$ cat config.mk
export PLATFORM = sky130hd
export DESIGN_NAME = fmm_unit
export DESIGN_NICKNAME = d
export VERILOG_FILES = /design/src/rtl/fmm_pkg.sv /design/src/rtl/fmm_classify.sv /design/src/rtl/fmm_order_select.sv /design/src/rtl/fmm_nan_select.sv /design/src/rtl/fmm_unit.sv
export SDC_FILE = /design/constraint.sdc
export NUM_CORES = 1
export LEC_CHECK = 0
export BUFFER_PORTS_ARGS = -buffer_cell sky130_fd_sc_hd__buf_2
export CAP_MARGIN = 20
export CORE_AREA = 4 4 135 137
export DETAILED_ROUTE_END_ITERATION = 6
export DIE_AREA = 0 0 139 141
export PLACE_DENSITY = 0.73
export SYNTH_ARGS = -nofsm -noshare
export SYNTH_HDL_FRONTEND = slang
export SYNTH_SLANG_ARGS = --single-unit
$ cat constraint.sdc
create_clock -name vclk -period 6
set_clock_uncertainty 0.05 [all_clocks]
set_input_delay 0.9 -clock vclk [all_inputs]
set_output_delay 0.9 -clock vclk [all_outputs]
set_load 0.05 [all_outputs]
$ cat src/rtl/fmm_pkg.sv
package fmm_pkg;

  localparam int MODE_W = 4;

  typedef enum logic [1:0] {
    NP_NUM08  = 2'b00,
    NP_PROP19 = 2'b01,
    NP_NUM19  = 2'b10,
    NP_PLAIN  = 2'b11
  } nan_policy_e;

  // Field order matches the mode input: bit 3 max, bit 2 magnitude, bits 1:0 policy.
  typedef struct packed {
    logic        want_max;
    logic        by_mag;
    nan_policy_e policy;
  } mode_t;

  typedef struct packed {
    logic is_nan;
    logic is_snan;
    logic mag_zero;
  } op_flags_t;

endpackage

$ cat src/rtl/fmm_classify.sv
module fmm_classify
  import fmm_pkg::*;
#(
  parameter int EXP_W  = 11,
  parameter int FRAC_W = 52,
  localparam int FP_W  = 1 + EXP_W + FRAC_W
) (
  input  logic [FP_W-1:0] op,
  output op_flags_t       flags,
  output logic [FP_W-1:0] mag,
  output logic [FP_W-1:0] quieted
);

  localparam logic [FP_W-1:0] INF_MAG = {1'b0, {EXP_W{1'b1}}, {FRAC_W{1'b0}}};
  localparam int QBIT = FRAC_W - 1;

  always_comb begin
    mag            = {1'b0, op[FP_W-2:0]};
    flags.is_nan   = (mag > INF_MAG);
    flags.is_snan  = flags.is_nan & ~op[QBIT];
    flags.mag_zero = (mag == '0);
    quieted        = op;
    quieted[QBIT]  = 1'b1;
  end

endmodule

$ cat src/rtl/fmm_order_select.sv
module fmm_order_select #(
  parameter int FP_W = 64
) (
  input  logic [FP_W-1:0] op_a,
  input  logic [FP_W-1:0] op_b,
  input  logic [FP_W-1:0] mag_a,
  input  logic [FP_W-1:0] mag_b,
  input  logic            zero_a,
  input  logic            zero_b,
  input  logic            by_mag,
  input  logic            plain_cmp,
  input  logic            want_max,
  output logic            pick_a
);

  logic [FP_W-1:0] lhs_raw, rhs_raw;
  logic [FP_W-1:0] lhs, rhs;

  // Sign-magnitude less-than on raw bit patterns.
  function automatic logic sm_less(input logic [FP_W-1:0] l, input logic [FP_W-1:0] r);
    logic ls, rs;
    ls = l[FP_W-1];
    rs = r[FP_W-1];
    if (ls && !rs)      sm_less = 1'b1;
    else if (!ls && rs) sm_less = 1'b0;
    else if (ls)        sm_less = (l > r);
    else                sm_less = (l < r);
  endfunction

  always_comb begin
    lhs_raw = op_a;
    rhs_raw = op_b;
    if (by_mag) begin
      if (mag_a != mag_b) begin
        lhs_raw = mag_a;
        rhs_raw = mag_b;
      end
      if (plain_cmp) begin
        if (zero_a) lhs_raw = '0;
        if (zero_b) rhs_raw = '0;
      end
    end
  end

  // One comparator serves both directions: operands swap for maximum.
  always_comb begin
    if (want_max) begin
      lhs = rhs_raw;
      rhs = lhs_raw;
    end else begin
      lhs = lhs_raw;
      rhs = rhs_raw;
    end
    pick_a = sm_less(lhs, rhs);
  end

endmodule

$ cat src/rtl/fmm_nan_select.sv
module fmm_nan_select
  import fmm_pkg::*;
#(
  parameter int FP_W = 64
) (
  input  nan_policy_e     policy,
  input  op_flags_t       flg_a,
  input  op_flags_t       flg_b,
  input  logic [FP_W-1:0] op_a,
  input  logic [FP_W-1:0] op_b,
  input  logic [FP_W-1:0] quiet_a,
  input  logic [FP_W-1:0] quiet_b,
  output logic [FP_W-1:0] nan_result
);

  logic both_nan;
  logic [FP_W-1:0] number_side;

  always_comb begin
    both_nan    = flg_a.is_nan & flg_b.is_nan;
    number_side = flg_a.is_nan ? op_b : op_a;
    unique case (policy)
      NP_NUM08: begin
        if (flg_a.is_snan)      nan_result = quiet_a;
        else if (flg_b.is_snan) nan_result = quiet_b;
        else if (both_nan)      nan_result = quiet_a;
        else                    nan_result = number_side;
      end
      NP_PROP19: nan_result = flg_a.is_nan ? quiet_a : quiet_b;
      NP_NUM19:  nan_result = both_nan ? quiet_a : number_side;
      default:   nan_result = op_b;
    endcase
  end

endmodule

$ cat src/rtl/fmm_unit.sv
module fmm_unit
  import fmm_pkg::*;
#(
  parameter int EXP_W  = 11,
  parameter int FRAC_W = 52,
  localparam int FP_W  = 1 + EXP_W + FRAC_W
) (
  input  logic [FP_W-1:0]   op_a,
  input  logic [FP_W-1:0]   op_b,
  input  logic [MODE_W-1:0] mode,
  input  logic              trap_en,
  output logic [FP_W-1:0]   result,
  output logic              wr_en,
  output logic              snan_seen
);

  localparam int N_OPS = 2;

  mode_t           md;
  logic [FP_W-1:0] ops   [N_OPS];
  logic [FP_W-1:0] mags  [N_OPS];
  logic [FP_W-1:0] quiet [N_OPS];
  op_flags_t       flg   [N_OPS];
  logic            pick_a;
  logic            any_nan;
  logic [FP_W-1:0] nan_res;

  assign md     = mode_t'(mode);
  assign ops[0] = op_a;
  assign ops[1] = op_b;

  for (genvar i = 0; i < N_OPS; i++) begin : g_cls
    fmm_classify #(.EXP_W(EXP_W), .FRAC_W(FRAC_W)) u_cls (
      .op      (ops[i]),
      .flags   (flg[i]),
      .mag     (mags[i]),
      .quieted (quiet[i])
    );
  end

  fmm_order_select #(.FP_W(FP_W)) u_ord (
    .op_a      (op_a),
    .op_b      (op_b),
    .mag_a     (mags[0]),
    .mag_b     (mags[1]),
    .zero_a    (flg[0].mag_zero),
    .zero_b    (flg[1].mag_zero),
    .by_mag    (md.by_mag),
    .plain_cmp (md.policy == NP_PLAIN),
    .want_max  (md.want_max),
    .pick_a    (pick_a)
  );

  fmm_nan_select #(.FP_W(FP_W)) u_nan (
    .policy     (md.policy),
    .flg_a      (flg[0]),
    .flg_b      (flg[1]),
    .op_a       (op_a),
    .op_b       (op_b),
    .quiet_a    (quiet[0]),
    .quiet_b    (quiet[1]),
    .nan_result (nan_res)
  );

  always_comb begin
    any_nan   = flg[0].is_nan | flg[1].is_nan;
    snan_seen = flg[0].is_snan | flg[1].is_snan;
    wr_en     = ~trap_en & ~snan_seen;
    if (any_nan)     result = nan_res;
    else if (pick_a) result = op_a;
    else             result = op_b;
  end

endmodule

==> key figures <==
Logic synthesis
  • Syn Nets: 1204
  • Synth Area per Inst: 6.65 µm²
  • Post-synth top area share: 0.122
  • Seq/Total Area, Yosys: 0
  • Synth Warn #: 0
  • Area leader, netlist: ha_1
  • Top cells by area, synth: ha_1, mux2i_1, a211oi_2, xnor2_1, nand2_1
  • Mapped Cells: about 1000
  • Distinct cells, synth: between 50 and 60
  • Post-synthesis cell area: 0.00669 mm²

Routing
  • Vias per cell: 6.05
  • Post-route antenna net violation count: 0
  • Via count: 9390
  • Initial drt markers: approximately 950
  • Drt first pass iters: 7
  • Wire per inst: 19.5 µm
  • Routed wire length: 30.2 mm
  • DRC violation count after routing: 0

Worst setup path
  • Slowest library cell on the worst path: or3_4
  • Worst setup path endpoint: result[63]
  • Critical Path RT: 5050 ps
  • Crit path DAT: 5230 ps
  • CP Launch Type: input pin
  • CP cell instances: buf_2, buf_4, xnor2_1, buf_4, nand4_1, nor4_2, nand4_1, nand2_1, and2_4, inv_2, ha_4, nand4_1, buf_4, nor2_4, a22oi_2, o211ai_1, a211o_1, or3_4, o221ai_4, buf_8, mux2_1, o32a_1, buf_4
  • Crit path from: op_a[25]
  • CP Max Fanout: 16
  • Slowest stage delay, CP: 410 ps
  • Crit Path Category: input pin to primary output
  • CP dominant cell by count: buf_4
  • Crit path capture type: primary output

Die
  • Die ar.: 0.0196 mm²
  • IO Pins: 199
  • Die span in y: 141 µm
  • Die X-Extent: 139 µm
  • Initial Util: 0.392
  • Row Count: 48
  • Core area: 0.0171 mm²

Finish
  • Layout cell share with drive strength beyond 1: 0.382
  • Layout clock buffers: 0
  • Commonest non-fill, non-tap cell in the layout: buf_4
  • Most frequent cells in the layout: buf_4, buf_2, nand2_1
  • Layout Cells excl Fill: 1551
  • Fillers: 1481
  • Post-layout nets: 1526
  • Register area: 0 µm²
  • Antenna cells: 0
  • Fin area: 0.0105 mm²
  • Synthesis-to-finish area growth: 56.4%
  • Number of sequential cells: 0

Global routing
  • GRT busiest layer: met2
  • Met2 Usage GRT: 0.468
  • Vias in the first global route: 8552
  • Initial antenna violation count: 0
  • Grt total ovfl: 0
  • M3 GR Usage: 0.0251
  • Global-route wire length before repair: 46.2 mm
  • Total GRT Usage: 0.281
  • GRT met1 Usage: 0.389
  • Largest net degree at the start of global routing: 88

Pwr
  • Leakage dissipation: ~0.0046 µW
  • Worst IR drop on VDD: 0.120 mV
  • Flop pwr share: 0
  • Clock share of power: 0
  • Comb power frac: 1.000
  • NetSw: between 900 and 1000 µW
  • Sw frac: 0.582
  • Power Density: 149 mW/mm²
  • P_int: 651 µW

Placement
  • Gp weighted congestion: 0.972
  • Worst slack, placed: -653 ps
  • Final HPWL from detailed placement: 23.1 mm
  • Dpl cell area: 0.00949 mm²
  • Placed Cells incl. Taps: 1539
  • Port-buffer cells: between 150 and 200

STA
  • Final TNS setup: -6890 ps
  • RSZ-0062 raised after global routing: true
  • Final Hold Fails: 0
  • Final setup fails: 63
  • Fin. max-slew vios: 0
  • Final worst slack: -175 ps
  • Period utilization: 1.03
  • Slew headroom: 0.308
  • Highest clock rate: 162 MHz
  • Worst Max-Slew Pin Slew: 1030 ps
  • Fin crit period: 6180 ps

Run status
  • Violated checks: negative setup slack
  • Status: finished with violations

Job
  • Max cap viols: 0

Min path
  • Class of the worst hold path: input pin to primary output
[power groups by stage]
stage | Clock [µW] | Sequential [µW] | Combinational, µW
floorplan | 0 | 0 | 909
global placement | 0 | 0 | 1300
detailed placement | 0 | 0 | 1310
CTS | 0 | 0 | 1470
global route | 0 | 0 | 1630
finish | 0 | 0 | 1560
[synth_stat cells, drive strengths merged, types with 13 or more instances]
| cell type | instances |
|---|---|
| a21oi | 85 |
| nor3 | 58 |
| ha | 65 |
| xnor2 | 63 |
| a31oi | 52 |
| mux2 | 15 |
| nand3 | 13 |
| nand2 | 130 |
| buf | 18 |
| nor2 | 63 |
| o21ai | 63 |
| a211oi | 54 |
| nor4 | 40 |
| clkbuf | 61 |
| mux2i | 65 |
| nand4 | 37 |
| inv | 56 |
[cell type report]
type | count | area [µm²] | share of cell area
Tap cell | 225 | 282 | 0.0269
Multi-Input combinational cell | 871 | 6780 | 0.648
Inverter | 56 | 210 | 0.0201
Timing Repair Buffer | 399 | 3190 | 0.305
[repair_timing]
item                       in CTS  in global routing
setup buffers                   2                  5
setup endpoints to repair      64                 64
pin swaps                      30                 72
hold buffers                    0                  0
gates cloned                    1                  5
resized for setup             153                 45
[cells by family (layout without fill, tap and decap cells)]
kind of cell               count (synthesis)  after routing  synth area share
and+or+nand+nor                          363            363             0.260
AOI/OAI and AO/OA                        300            300             0.321
adders and majority gates                 65             65             0.122
muxes                                     80             80             0.122
buffers and inverters                    135            455            0.0920
xor gates and xnor gates                  63             63            0.0825
[worst max-delay path: cells and delay by family]
| family | cells | cell delay [ps] |
|---|---|---|
| adder cells (fa/ha/maj) | 1 | 220 |
| AND/OR/NAND/NOR | 8 | 1530 |
| buffers and inverters | 7 | 1060 |
| multiplexers | 1 | 220 |
| XOR/XNOR | 1 | 200 |
| AO/OA/AOI/OAI | 5 | 1090 |
[stage by stage]
| stage | total power (µW) | hold slack (ps) | util |
|---|---|---|---|
| 3_3_place_gp | 1300 | 2050 | 0.556 |
| 6_report | 1560 | 2050 | 0.613 |
| 2_1_floorplan | 909 | 1930 | - |
| 4_1_cts | 1470 | 2050 | 0.593 |
| 3_5_place_dp | 1310 | 2050 | 0.556 |
| 5_1_grt | 1630 | 2070 | 0.613 |
[metal layers]
metal  vias to the layer above  share of wire
met2                       598           0.46
met5                         -              0
met1                      4347           0.41
met4                         0          0.034
met3                        84          0.097
li1                       4361              -
[worst min-delay path by stage]
stage | start | end | slack [ps] | cells after the start
finish | trap_en | wr_en | 2050 | 3
global route | trap_en | wr_en | 2070 | 3
CTS | trap_en | wr_en | 2050 | 3
detailed placement | trap_en | wr_en | 2050 | 3
global placement | trap_en | wr_en | 2050 | 3
floorplan | trap_en | wr_en | 1930 | 1
(Power assumes the default switching activity.)
